### src/rtl/cpu_ratio_pkg.sv
package cpu_ratio_pkg;
    localparam int CODE_W = 5;
    localparam int PHASES = 32;

    typedef enum logic [1:0] {
        ST_IDLE   = 2'd0,
        ST_ARMED  = 2'd1,
        ST_COMMIT = 2'd2
    } kick_state_e;
endpackage

### src/rtl/cpu_ratio_regs.sv
module cpu_ratio_regs
    import cpu_ratio_pkg::*;
#(
    parameter int DATA_W    = 32,
    parameter int FIELD_LSB = 8
) (
    input  logic              clk,
    input  logic              rst_n,
    input  logic              wr_en,
    input  logic              wr_sel,
    input  logic [CODE_W-1:0] wr_field,
    input  logic              wr_kick,
    input  logic              rd_sel,
    input  logic              wrap,
    output logic [DATA_W-1:0] rd_data,
    output logic [CODE_W-1:0] active_code,
    output logic              kick
);
    localparam int KICK_BIT = DATA_W - 1;

    kick_state_e state, state_nxt;
    logic [CODE_W-1:0] staged;

    // state register
    always_ff @(posedge clk or negedge rst_n) begin
        if (!rst_n) state <= ST_IDLE;
        else        state <= state_nxt;
    end

    always_comb begin
        state_nxt = state;
        unique case (state)
            ST_IDLE:   if (wr_en && wr_sel && wr_kick) state_nxt = ST_ARMED;
            ST_ARMED:  if (wrap) state_nxt = ST_COMMIT;
            ST_COMMIT: state_nxt = ST_IDLE;
            default:   state_nxt = ST_IDLE;
        endcase
    end

    // staged and active ratio codes
    always_ff @(posedge clk or negedge rst_n) begin
        if (!rst_n) begin
            staged      <= '0;
            active_code <= '0;
        end else begin
            if (wr_en && !wr_sel && state == ST_IDLE)
                staged <= wr_field;
            if (state == ST_ARMED && wrap)
                active_code <= staged;
        end
    end

    // outputs
    always_comb begin
        kick    = (state != ST_IDLE);
        rd_data = '0;
        if (rd_sel) rd_data[KICK_BIT] = kick;
        else        rd_data[FIELD_LSB +: CODE_W] = staged;
    end

    AST_BUSY_HOLD: assert property (@(posedge clk) disable iff (!rst_n)
        (kick && wr_en && !wr_sel) |=> $stable(staged));
    AST_KICK_SOURCE: assert property (@(posedge clk) disable iff (!rst_n)
        $rose(kick) |-> $past(wr_en && wr_sel && wr_kick));
    AST_COMMIT_CLEARS: assert property (@(posedge clk) disable iff (!rst_n)
        (state == ST_COMMIT) |=> !kick);
endmodule

### src/rtl/cpu_ratio_accum.sv
module cpu_ratio_accum
    import cpu_ratio_pkg::*;
(
    input  logic              clk,
    input  logic              rst_n,
    input  logic [CODE_W-1:0] code,
    output logic [CODE_W-1:0] phase,
    output logic              wrap,
    output logic              pass
);
    logic [CODE_W-1:0] acc;
    logic [CODE_W:0]   mult;
    logic [CODE_W:0]   sum;

    always_comb begin
        mult = 6'(PHASES) - {1'b0, code};
        sum  = {1'b0, acc} + mult;
        pass = sum[CODE_W];
        wrap = (phase == CODE_W'(PHASES - 1));
    end

    always_ff @(posedge clk or negedge rst_n) begin
        if (!rst_n) begin
            acc   <= '0;
            phase <= '0;
        end else begin
            acc   <= sum[CODE_W-1:0];
            phase <= phase + 1'b1;
        end
    end

    AST_ACC_ALIGNED: assert property (@(posedge clk) disable iff (!rst_n)
        (phase == '0) |-> (acc == '0));
endmodule

### src/rtl/cpu_ratio_postdiv.sv
module cpu_ratio_postdiv #(
    parameter int POST_DIV = 2
) (
    input  logic clk,
    input  logic rst_n,
    input  logic pass,
    output logic en
);
    localparam int CNT_W = (POST_DIV > 1) ? $clog2(POST_DIV) : 1;
    localparam logic [CNT_W-1:0] LAST = CNT_W'(POST_DIV - 1);

    logic [CNT_W-1:0] cnt;

    assign en = pass && (cnt == LAST);

    always_ff @(posedge clk or negedge rst_n) begin
        if (!rst_n)    cnt <= '0;
        else if (pass) cnt <= (cnt == LAST) ? '0 : cnt + 1'b1;
    end
endmodule

### src/rtl/cpu_ratio_clkgen.sv
module cpu_ratio_clkgen
    import cpu_ratio_pkg::*;
#(
    parameter int FIELD_LSB = 8,
    parameter int POST_DIV  = 2
) (
    input  logic        clk,
    input  logic        rst_n,
    input  logic        wr_en,
    input  logic        wr_sel,
    input  logic [31:0] wr_data,
    input  logic        rd_sel,
    output logic [31:0] rd_data,
    output logic        clk_en
);
    logic [CODE_W-1:0] active_code;
    logic [CODE_W-1:0] phase;
    logic              wrap;
    logic              pass;
    logic              kick;

    cpu_ratio_regs #(.DATA_W(32), .FIELD_LSB(FIELD_LSB)) u_regs (
        .clk(clk), .rst_n(rst_n), .wr_en(wr_en), .wr_sel(wr_sel),
        .wr_field(wr_data[FIELD_LSB +: CODE_W]), .wr_kick(wr_data[31]),
        .rd_sel(rd_sel), .wrap(wrap), .rd_data(rd_data),
        .active_code(active_code), .kick(kick)
    );

    cpu_ratio_accum u_accum (
        .clk(clk), .rst_n(rst_n), .code(active_code),
        .phase(phase), .wrap(wrap), .pass(pass)
    );

    cpu_ratio_postdiv #(.POST_DIV(POST_DIV)) u_postdiv (
        .clk(clk), .rst_n(rst_n), .pass(pass), .en(clk_en)
    );

    AST_ACTIVE_AT_WRAP: assert property (@(posedge clk) disable iff (!rst_n)
        !$stable(active_code) |-> (phase == '0));
    AST_EN_SUBSET: assert property (@(posedge clk) disable iff (!rst_n)
        clk_en |-> pass);
    AST_SWITCH_WHILE_KICKED: assert property (@(posedge clk) disable iff (!rst_n)
        !$stable(active_code) |-> kick);
endmodule

### config.mk
export PLATFORM = sky130hd
export DESIGN_NAME = cpu_ratio_clkgen
export DESIGN_NICKNAME = d
export VERILOG_FILES = /design/src/rtl/cpu_ratio_pkg.sv /design/src/rtl/cpu_ratio_regs.sv /design/src/rtl/cpu_ratio_accum.sv /design/src/rtl/cpu_ratio_postdiv.sv /design/src/rtl/cpu_ratio_clkgen.sv
export SDC_FILE = /design/constraint.sdc
export NUM_CORES = 1
export LEC_CHECK = 0
export BUFFER_PORTS_ARGS = -buffer_cell sky130_fd_sc_hd__clkbuf_2
export CORE_MARGIN = 2
export CORE_UTILIZATION = 45
export CTS_BUF_LIST = sky130_fd_sc_hd__clkbuf_4
export DETAILED_ROUTE_END_ITERATION = 12
export PLACE_DENSITY = 0.81
export SKIP_CTS_REPAIR_TIMING = 1
export SYNTH_ARGS = -nofsm -noshare
export SYNTH_HDL_FRONTEND = slang
export SYNTH_HIERARCHICAL = 1
export SYNTH_SLANG_ARGS = --single-unit
### constraint.sdc
create_clock -name clk -period 1.95 [get_ports clk]
set_input_delay 0.0975 -clock clk [delete_from_list [all_inputs] [get_ports clk]]
set_output_delay 0.0975 -clock clk [all_outputs]
set_load 0.01 [all_outputs]
==> After elaboration in Yosys (flattened, before gate mapping) <==
Cells that the tools add are included.
{ "totals": {"regBits": 23, "inputBits": 37, "output_inout_bits": 33, "wordCells": 30} }
{ "classes": {"add_sub_neg": 4, "n_eq_ne": 4, "muxes": 6, "reduce_logical": 10} }
{ "ops": {"columns": ["cell", "count"], "rows": [
  ["5-bit by 6-bit adder with 6-bit output", 1],
  ["1-bit logical AND", 6],
  ["6-bit by 5-bit subtractor with 6-bit output (first input constant)", 1],
  ["5-bit by 1-bit adder with 5-bit output (second input constant)", 1],
  ["5-bit == test (second input constant)", 1],
  ["5-bit two-way mux", 1],
  ["2-bit two-way mux", 2],
  ["2-bit by 1-bit != test with 1-bit output (second input constant)", 2],
  ["2-bit one-hot mux with 2 select lines", 1],
  ["2-bit by 1-bit == test with 1-bit output (second input constant)", 1],
  ["2-bit logical NOT", 1],
  ["1-bit two-way mux", 2],
  ["2-bit AND reduction", 1],
  ["2-bit nonzero test", 1],
  ["1-bit adder (second input constant)", 1],
  ["1-bit logical NOT", 1]
]} }

==> Logic depth before layout (Yosys ltp) <==
Gate-level depths: netlist (run 1).
{ "logic_depth": {"ltp_word": 4, "depth_mapped": 6, "depth_no_buf": 6} }

==> By module <==
Netlist (run 1), hierarchy kept.
{ "by_module_without_submodules": {"columns": ["mod", "n_inst", "cells_per_inst", "area_per_inst_um2", "seq_area_each_um2"], "rows": [
  ["cpu_ratio_regs", 1, 62, 710.7, 300.3],
  ["cpu_ratio_accum", 1, 46, 513.0, 250.2],
  ["cpu_ratio_postdiv", 1, 3, 41.3, 25.0]
]} }

==> Worst setup path before layout (run 1) <==
Ideal clock, no wire load.
{ "synth_path": {"path_kind": "flip-flop to flip-flop", "start": "register u_accum.phase[0]", "end": "register u_regs.active_code[0]", "setup_time_ns": 0.125, "arrival_ns": 1.476, "required_time_ns": 1.825, "path_slack_ns": 0.349, "path_stages_with_launch": 6, "path_buffers": 0, "synth_period_minus_slack_ns": 1.601, "cell_sequence": "dfrtp_1 ha_1 and3_1 ha_1 nand3b_1 mux2_2"} }
{ "synth_between": {"elab_chain_len": 2} }
{ "synth_rtl": {"columns": ["element", "line", "text"], "rows": [
  ["from (decl)", "cpu_ratio_accum.sv:7", "output logic [CODE_W-1:0] phase,"],
  ["from (signal assigned)", "cpu_ratio_accum.sv:28", "phase <= phase + 1'b1;"],
  ["5-bit == test", "cpu_ratio_accum.sv:19", "wrap = (phase == CODE_W'(PHASES - 1));"],
  ["named net wrap", "cpu_ratio_clkgen.sv:18", "logic wrap;"],
  ["1-bit logical AND", "cpu_ratio_regs.sv:48", "if (state == ST_ARMED && wrap)"],
  ["to (signal assigned)", "cpu_ratio_regs.sv:49", "active_code <= staged;"],
  ["to (decl)", "cpu_ratio_regs.sv:16", "output logic [CODE_W-1:0] active_code,"]
]} }
The timed path passes the listed nets, and every way through them passes these cells.
A chain may end at the register's enable or synchronous reset.

==> Worst setup path after layout (run 1) <==
{ "layout_path": {"start": "register u_regs.active_code[1]", "end": "output clk_en"} }
{ "layout_between": {"elab_chain_len": 3} }
{ "layout_rtl": {"columns": ["element", "line", "text"], "rows": [
  ["6-bit by 5-bit subtractor with 6-bit output", "cpu_ratio_accum.sv:16", "mult = 6'(PHASES) - {1'b0, code};"],
  ["5-bit by 6-bit adder with 6-bit output", "cpu_ratio_accum.sv:17", "sum = {1'b0, acc} + mult;"],
  ["named net pass", "cpu_ratio_clkgen.sv:19", "logic pass;"],
  ["1-bit logical AND", "cpu_ratio_postdiv.sv:14", "assign en = pass && (cnt == LAST);"],
  ["to (decl)", "cpu_ratio_clkgen.sv:14", "output logic clk_en"]
]} }
The timed path passes the listed nets, and every way through them passes these cells.

==> metrics.cfg, run 1 <==
[cts]
cts_sinks=23
cts_tree=built
clock_latency_ns=0.31
clk_path_buf_depth=2
cts.clk_slew.worst_paths_ns=0.12
cts_buffers=3
cts.htree.levels=1
clockRootBuffer=clkbuf_4

[sta]
setup_violations=0
worst-slew-pin-transition_ns=0.544
fin_tns_setup_ns=0
period_needed_ns=1.86
slew_headroom_pct=63.7
clock_skew_ns=0.00485
min_period_over_period_pct=95.6
fmax_ghz=0.537
report.final.slew_viol_count=0
hold_viol=0

[cells_and_area]
n_fill_cell=246
drive_gt1_share_pct=32.8
fin_nets=180
syn2layout_area_growth_pct=9.69
antenna_cells=0
postLayoutCoreUtil_pct=51.2

[floorplan]
die_h_um=57.0
fp.dieW_um=57.0
num_rows=19
core_um2=2710
die_area_um2=3250
start_util_pct=46.7
io_pins=70

[drt]
drc=0
firstDrtPassIters=4
drt-total-wl_um=1770
dr.first_iter.drc_count=7
viasPerCell=4.51
detail-route-antenna-nets=0
vias=744
wire_per_inst_um=10.7

[synth]
ys_top_cells_by_count=buf_4 (26), dfrtp_1 (23), inv_1 (10), mux2_2 (10), ha_1 (7)
ys_seq_area_share_pct=45.5
synth-seq-cells=23
yosysWarnings=6
synth_area_per_cell_um2=11.4
ys_types=24
yosys-top-cells-area=dfrtp_1 (45%), buf_4 (15%), mux2_2 (8.9%)
yosysMostFrequentCell=buf_4
yosys.area.top_type=dfrtp_1
synth-async-reset-ratio_pct=100
synth_area_um2=1260
synth_top_area_share_pct=45.5
syn_inst=111
synth_edf_count=0
ys.flop_type=dfrtp_1

[placement]
port_buffers=17
dp_hpwl_um=1360
place_congestion=0.754

[worst_setup_path]
crit_chain=inv_2 -> ha_4 -> or2_4 -> o211ai_1 -> a21oi_2 -> and2_2 -> buf_6
slowest_delay_ns=0.41
cp-end-kind=primary output
worst-setup-path-type=reg2out
worstPathMaxFanout=3
arrival_ns=1.77
cp_top_family=simple AND/OR/NAND/NOR gates
startpoint_type=flip-flop
worst-path-buf-inv=2
cp_slowest_cell=dfrtp_1
critical_path_required_ns=1.85

[power]
vdd_drop_max_mv=0.523
power.density_nw_per_um2=1050
leakagePower_uw=0.000724

[global_route]
grt_start_max_net_pins=24
grt_pass1_vias=710
grt_pass1_wl_um=2970
overflow=0
grt_usage_pct=12.0
antenna_found_initial=0

[run_status]
status=finished, final reports clean

[job]
maxCapViolations=0

[worst_hold_path]
hp-class=in2reg

-- power breakdown --
| group | leakage [µW] | switching, µW | internal (µW) | total, µW |
|---|---|---|---|---|
| logic | 0.000424 | 272 | 310 | 582 |
| clock network | 0.0000184 | 134 | 93.9 | 228 |
| registers | 0.000282 | 67.0 | 586 | 653 |
| total | 0.000724 | 473 | 990 | 1460 |
-- stage by stage --
stage | instance area (µm²) | total power [µW] | setup WS [ns] | hold slack (ns) | std cells
floorplan | 1360 | 1070 | 0.349 | -0.198 | 136
global placement | 1290 | 1120 | 0.248 | 0.101 | 158
detailed placement | 1290 | 1160 | 0.231 | 0.108 | 158
CTS | 1320 | 1390 | -0.0733 | -0.253 | 162
global route | 1390 | 1590 | -0.00282 | 0.00258 | 165
finish | 1390 | 1460 | 0.0862 | 0.00786 | 165
-- kinds of logic (layout without fill, tap and decap cells) --
family / Yosys count / after routing / share of synthesized area (%)
multiplexers: 10 / 10 / 8.90
buffers and inverters: 36 / 34 / 18.4
AO/OA/AOI/OAI: 5 / 5 / 2.47
AND/OR/NAND/NOR: 22 / 22 / 11.8
XOR/XNOR: 6 / 6 / 4.16
adder cells (fa/ha/maj): 8 / 8 / 8.51
other: 1 / 26 / 0.296
flip-flops: 23 / 23 / 45.5
-- path summary, 6_finish.rpt --
path	startpoint	end	slack, ns	cells past startpoint
worst min-delay path	wr_data[10]	u_regs/staged[2]	0.008	2
worst max-delay path	u_regs/active_code[1]	clk_en	0.09	7
worst max register to register	u_accum/phase[0]	u_regs/active_code[2]	0.20	5
worst min register to register	u_accum/phase[0]	u_accum/phase[0]	0.46	1
min in group asynchronous	rst_n	u_accum/acc[3]	0.29	2
max in group asynchronous	rst_n	u_regs/staged[3]	1.30	2
-- cell type report --
class	instances	area (µm²)	share of cell area [%]
timing repair buffer	20	116	8.39
inverter	10	37.5	2.71
clock buffer	4	30.0	2.16
sequential	23	576	41.5
multi-input combinational	77	589	42.5
tap	31	38.8	2.80
-- flip-flops by register name (all words and copies together) (netlist names) --
register,count
u_regs/staged,5
u_postdiv/cnt,1
u_accum/phase,5
u_accum/acc,5
u_regs/state,2
u_regs/active_code,5
-- placed cells by master, fill, tap and decap left out, drive strengths merged --
cell         netlist  layout
nor2b              6       6
a21oi              3       3
clkbuf             0      20
buf               26       3
xnor2              3       3
or2                3       3
and3               1       1
and2               2       2
nor2               4       4
inv               10      10
dlygate4sd3        0       1
dfrtp             23      23
nand3b             1       1
nor4b              1       1
o211ai             1       1
nand4b             1       1
nand2b             2       2
nand3              1       1
conb               1      26
o21ai              1       1
fa                 1       1
xor2               3       3
ha                 7       7
mux2              10      10
-- per-layer routing --
metal / vias to the layer above / GRT usage (%) / routed length, µm
met2: 43 / 20.0 / 856
li1: 347 / - / -
met4: 0 / 8.31 / 48
met5: - / 0 / 0
met1: 349 / 13.6 / 702
met3: 5 / 2.49 / 157
-- worst register-to-register path, stage by stage (launching register included) --
cell and delay [ns]:
dfrtp_1 0.41, ha_1 0.22, and3_1 0.19, ha_1 0.19, nand3b_1 0.26, mux2_2 0.37
(Power assumes the default switching activity.)
==> inputs of run 2 (changes only) <==
--- a/config.mk
+++ b/config.mk
@@ -7,10 +7,10 @@
 export LEC_CHECK = 0
 export BUFFER_PORTS_ARGS = -buffer_cell sky130_fd_sc_hd__clkbuf_2
 export CORE_MARGIN = 2
-export CORE_UTILIZATION = 45
+export CORE_UTILIZATION = 35
 export CTS_BUF_LIST = sky130_fd_sc_hd__clkbuf_4
 export DETAILED_ROUTE_END_ITERATION = 12
-export PLACE_DENSITY = 0.81
+export PLACE_DENSITY = 0.66
 export SKIP_CTS_REPAIR_TIMING = 1
 export SYNTH_ARGS = -nofsm -noshare
 export SYNTH_HDL_FRONTEND = slang
==> run 2 against run 1 <==
  * Worst setup slack better by 0.020 ns
  * Die area is 26% higher
  * Maximum frequency is 1.1% higher
  * Critical path depth stayed put
  * Power is 3.5% lower
  * Clock skew is 0.0076 ns higher
  * Wire length is 2.8% higher
  * Critical endpoint unchanged
  * Highest routed layer unchanged
==> metrics.cfg, run 2 (synthesis gave the netlist of run 1 again) <==
[drt]
detail-route-antenna-nets=0  ; unchanged
vias=747  ; +0.40%
viasPerCell=4.10  ; -9.0%
dr.first_iter.drc_count=14  ; +7
firstDrtPassIters=2  ; -2
drt-total-wl_um=1820  ; +2.8%
wire_per_inst_um=9.97  ; -6.8%
drc=0  ; unchanged

[cells_and_area]
fin_nets=182  ; +1.1%
most-common-layout-cells=conb_1 (26), dfrtp_1 (23), clkbuf_2 (17)
finalInstanceArea_um2=1400  ; +0.54%
n_fill_cell=346  ; +41%
syn2layout_area_growth_pct=10.3
drive_gt1_share_pct=30.9  ; -2.0 points
antenna_cells=0  ; unchanged
postLayoutCoreUtil_pct=40.8  ; -10 points
final_cells=182  ; +10%
final_common_cell=conb_1

[worst_setup_path]
r2r_end=u_regs/active_code[2]
arrival_ns=1.75  ; -0.02 ns
worst-setup-path-type=reg2out
crit_chain=inv_1 -> ha_1 -> nor2b_2 -> o211ai_1 -> a21oi_2 -> and2_2 -> clkbuf_2
cp_slowest_cell=dfrtp_1
cp-end-kind=primary output
slowest_delay_ns=0.36  ; -0.05 ns
crit-reg2reg-launch=u_accum/phase[0]
worstPathMaxFanout=2  ; -1
startpoint_type=flip-flop
r2r_cells=5  ; unchanged
critical_path_required_ns=1.85  ; about the same
rrSetupSlack_ns=0.13  ; -0.07 ns

[worst_hold_path]
min_to=u_regs/staged[3]
hp-class=in2reg
min_from=wr_data[11]
hold_path_depth=2  ; unchanged

[cts]
cts.htree.levels=1  ; unchanged
cts_tree=built
clock_latency_ns=0.30  ; about the same
cts.clk_slew.worst_paths_ns=0.13  ; about the same
cts_sinks=23  ; unchanged
clk_path_buf_depth=2  ; unchanged
clockRootBuffer=clkbuf_4
cts_buffers=3  ; unchanged

[global_route]
grt_start_max_net_pins=24  ; unchanged
antenna_found_initial=0  ; unchanged
grt_usage_pct=9.47  ; -2.5 points
grt_pass1_vias=738  ; +3.9%
overflow=0  ; unchanged
grt_pass1_wl_um=3060  ; +3.0%

[sta]
slew_headroom_pct=62.7  ; -1.0 points
clock_skew_ns=0.0125  ; +0.00764 ns
setup_slack_ns=0.106  ; +0.0196 ns
report.final.slew_viol_count=0  ; unchanged
fmax_ghz=0.542  ; +1.1%
worst-slew-pin-transition_ns=0.559  ; +0.0151 ns
min_period_over_period_pct=94.6  ; -1.0 points
hold_viol=0  ; unchanged
period_needed_ns=1.84  ; -0.0196 ns
setup_violations=0  ; unchanged

[power]
vdd_drop_max_mv=0.446  ; -15%
pwr-share-comb_pct=39.7  ; about the same
leakagePower_uw=0.000723  ; about the same
internal-power_uw=952  ; -3.8%
power.density_nw_per_um2=1010  ; -4.0%
p_sw_uw=460  ; -2.8%
seq_power_share_pct=45.4  ; +0.8 points
clkPwrFrac_pct=14.9  ; -0.7 points
p_sw_share_pct=32.6  ; +0.24 points

[floorplan]
num_rows=21  ; +2
die_area_um2=4110  ; +26%
die_h_um=64.1  ; +12%
start_util_pct=37.0  ; -9.6 points
core_um2=3420  ; +26%
fp.dieW_um=64.1  ; +12%
io_pins=70  ; unchanged

[placement]
dp_cells=173  ; +9.5%
port_buffers=17  ; unchanged
dp_hpwl_um=1420  ; +4.3%
post-place-ws_ns=0.153  ; -0.0772 ns
placed_area_um2=1310  ; +1.5%
place_congestion=0.667  ; -11%

[job]
maxCapViolations=0  ; unchanged

[run_status]
status=finished, final reports clean

==> run 2: metal layers <==
metal | routed length, µm | vias to the layer above | part of all wire, % | track usage, %
li1 | - | 354 | - | -
met1 | 742 | 358 | 41 | 10.9
met2 | 951 | 33 | 52 | 17.1
met3 | 110 | 2 | 6.1 | 1.76
met4 | 10 | 0 | 0.55 | 3.99
met5 | 0 | - | 0 | 0
==> run 2: how the worst max path moves through the flow <==
stage | end | from | slack [ns] | cells past startpoint
floorplan | u_regs/active_code[0] | u_accum/phase[0] | 0.35 | 5
global placement | u_regs/active_code[2] | u_accum/phase[0] | 0.23 | 5
detailed placement | u_regs/active_code[2] | u_accum/phase[0] | 0.15 | 5
CTS | clk_en | u_regs/active_code[1] | -0.06 | 7
global route | clk_en | u_regs/active_code[1] | -0.005 | 7
finish | clk_en | u_regs/active_code[1] | 0.11 | 7
==> run 2: critical path, delay by kind of cell (launching register included) <==
family / cells / cell delay [ns]
adders and majority gates: 1 / 0.29
buffers and inverters: 2 / 0.17
AOI/OAI and AO/OA: 2 / 0.29
and+or+nand+nor: 2 / 0.34
DFF: 1 / 0.36
==> run 2: per-stage QoR <==
step                      hold WS, ns  total power [µW]  setup TNS, ns
after global placement         0.0993              1130              0
after global routing          0.00407              1540       -0.00482
final                          0.0273              1410              0
after CTS                      -0.230              1370        -0.0645
after detailed placement        0.116              1160              0
after floorplan                -0.198              1070              0
==> run 2: layout make-up <==
type                    count  area [µm²]  area share (%)
clock buffers               3        22.5            1.61
clock inverters             1        5.00           0.359
inverters                  10        37.5            2.69
multi-input cells          77         569            40.8
flip-flops and latches     23         576            41.3
well taps                  46        57.6            4.13
repair buffers             22         128            9.15
==> run 2: power by group through the flow <==
stage	Combinational (µW)	Sequential (µW)	Clock, µW
after floorplan	431	635	0
after global routing	636	656	248
after detailed placement	506	649	0
after global placement	487	644	0
after CTS	510	639	221
final	560	641	211
==> inputs of run 3 (changes only) <==
--- a/config.mk
+++ b/config.mk
@@ -9,6 +9,7 @@
 export CORE_MARGIN = 2
 export CORE_UTILIZATION = 35
 export CTS_BUF_LIST = sky130_fd_sc_hd__clkbuf_4
+export CTS_CLUSTER_SIZE = 10
 export DETAILED_ROUTE_END_ITERATION = 12
 export PLACE_DENSITY = 0.66
 export SKIP_CTS_REPAIR_TIMING = 1
==> constraint.sdc (replaced) <==
create_clock -name clk -period 2.1 [get_ports clk]
set_input_delay 0.105 -clock clk [delete_from_list [all_inputs] [get_ports clk]]
set_output_delay 0.105 -clock clk [all_outputs]
set_load 0.01 [all_outputs]
==> run 3 against run 2 <==
  * Non-clock buffer count down 3
  * Largest cell class unchanged
  * Hold slack better by 0.0075 ns
  * Clock skew down 0.00086 ns
  * Cell count down 1.6%
  * Global-route usage unchanged
  * Sequential cell count unchanged
  * Power down 10%
  * Die area unchanged
  * Sequential power down 7.8%
  * Critical path type unchanged
  * Worst setup slack better by 0.053 ns
  * Via count down 2.0%
==> metrics.cfg, run 3 (synthesis gave the netlist of run 1 again) <==
[run_status]
status=finished, final reports clean

[drt]
detail-route-antenna-nets=0  ; unchanged
firstDrtPassIters=2  ; unchanged
viasPerCell=4.09  ; -0.37%
drt-total-wl_um=1760  ; -3.1%
dr.first_iter.drc_count=11  ; -3
wire_per_inst_um=9.83  ; -1.5%
drc=0  ; unchanged
vias=732  ; -2.0%

[floorplan]
io_pins=70  ; unchanged
num_rows=21  ; unchanged
die_h_um=64.1  ; unchanged
start_util_pct=37.0  ; unchanged
die_area_um2=4110  ; unchanged
fp.dieW_um=64.1  ; unchanged
core_um2=3420  ; unchanged

[global_route]
grt_usage_pct=9.47  ; unchanged
grt_start_max_net_pins=24  ; unchanged
overflow=0  ; unchanged
grt_pass1_vias=738  ; unchanged
antenna_found_initial=0  ; unchanged
grt_pass1_wl_um=3060  ; unchanged

[job]
maxCapViolations=0  ; unchanged

[cts]
clock_latency_ns=0.30  ; about the same
cts.htree.levels=1  ; unchanged
cts_tree=built
cts_buffers=3  ; unchanged
cts.clk_slew.worst_paths_ns=0.13  ; about the same
cts_sinks=23  ; unchanged
clk_path_buf_depth=2  ; unchanged
clockRootBuffer=clkbuf_4

[cells_and_area]
most-common-layout-cells=conb_1 (26), dfrtp_1 (23), clkbuf_2 (17)
postLayoutCoreUtil_pct=39.7  ; -1.1 points
final_common_cell=conb_1
syn2layout_area_growth_pct=7.32
drive_gt1_share_pct=27.1  ; -3.8 points
fin_nets=179  ; -1.6%
finalInstanceArea_um2=1360  ; -2.7%
antenna_cells=0  ; unchanged
final_cells=179  ; -1.6%
regArea_um2=576  ; unchanged
n_fill_cell=348  ; +0.58%
multi_input_area_um2=554  ; -2.6%

[sta]
worst-slew-pin-transition_ns=0.563  ; +0.00391 ns
setup_slack_ns=0.158  ; +0.0526 ns
rsz0062_at_grt=false
period_needed_ns=1.94
report.final.slew_viol_count=0  ; unchanged
clock_skew_ns=0.0116  ; -0.000855 ns
hold_viol=0  ; unchanged
min_period_over_period_pct=92.5
setup_violations=0  ; unchanged
fmax_ghz=0.515
slew_headroom_pct=62.4  ; -0.26 points
fin_tns_setup_ns=0  ; unchanged

[power]
p_sw_share_pct=33.0  ; +0.40 points
seq_power_share_pct=46.7  ; +1.3 points
clkPwrFrac_pct=15.5  ; +0.6 points
pwr-share-comb_pct=37.7  ; -2.0 points
power.density_nw_per_um2=932  ; -8.0%
leakagePower_uw=0.000706  ; -2.4%
internal-power_uw=848  ; -11%
p_sw_uw=417  ; -9.3%
vdd_drop_max_mv=0.429  ; -3.7%

[worst_hold_path]
hp-class=in2reg

[worst_setup_path]
critical_path_required_ns=2.00  ; +0.15 ns
arrival_ns=1.84  ; +0.09 ns
startpoint_type=flip-flop
crit_chain=inv_1 -> ha_1 -> nor2b_1 -> o211ai_1 -> a21oi_2 -> and2_2 -> clkbuf_2
slowest_delay_ns=0.42  ; +0.06 ns
worst-setup-path-type=reg2out
cp-end-kind=primary output
cp_slowest_cell=dfrtp_1
worstPathMaxFanout=3  ; +1

[placement]
place_congestion=0.667  ; unchanged
dp_cells=173  ; unchanged
port_buffers=17  ; unchanged
post-place-ws_ns=0.303  ; +0.150 ns
placed_area_um2=1310  ; unchanged
dp_hpwl_um=1420  ; unchanged

run 3: cell types whose count changed in the layout (fill, tap and decap cells not counted):
cell     change
buf_4        -3
ha_1         +1
ha_4         -1
inv_1        +1
inv_2        -1
nor2b_1      +1
nor2b_2      -1
run 3: metrics by stage:
| stage | power (µW) | hold WS [ns] |
|---|---|---|
| after floorplan | 989 | -0.191 |
| after global placement | 1050 | 0.107 |
| after detailed placement | 1070 | 0.124 |
| after CTS | 1270 | -0.223 |
| after global routing | 1380 | 0.0116 |
| final | 1260 | 0.0348 |
run 3: power groups by stage:
stage / sequential [µW] / combinational [µW] / clock (µW)
after floorplan: 589 / 400 / 0
after global placement: 598 / 452 / 0
after detailed placement: 603 / 470 / 0
after CTS: 593 / 474 / 206
after global routing: 605 / 541 / 231
final: 591 / 477 / 196
run 3: routing by layer:
metal | vias up | share of wire, % | track usage, %
li1 | 349 | - | -
met1 | 348 | 40 | 10.9
met2 | 33 | 53 | 17.1
met3 | 2 | 6.3 | 1.76
met4 | 0 | 0.57 | 3.99
met5 | - | 0 | 0
run 3: final timing paths:
kind	startpoint	end	slack [ns]	cells past startpoint
max	u_regs/active_code[1]	clk_en	0.16	7
min	wr_data[11]	u_regs/staged[3]	0.03	2
max reg2reg	u_accum/phase[0]	u_regs/active_code[2]	0.28	5
min reg2reg	u_postdiv/cnt	u_postdiv/cnt	0.47	1
max in group asynchronous	rst_n	u_regs/active_code[1]	1.41	2
min in group asynchronous	rst_n	u_accum/phase[4]	0.31	2
run 3: cell type report:
| class | count | area share, % |
|---|---|---|
| clock inverter | 1 | 0.369 |
| timing repair buffer | 19 | 7.74 |
| sequential | 23 | 42.4 |
| tap | 46 | 4.24 |
| clock buffer | 3 | 1.66 |
| multi-input combinational | 77 | 40.8 |
| inverter | 10 | 2.76 |
run 3: worst max-delay path: cells and delay by family, from the launching register on:
| family | cells | cell delay, ns |
|---|---|---|
| simple gates | 2 | 0.34 |
| flops | 1 | 0.42 |
| compound gates | 2 | 0.30 |
| fa+ha+maj | 1 | 0.29 |
| buf+inv | 2 | 0.19 |
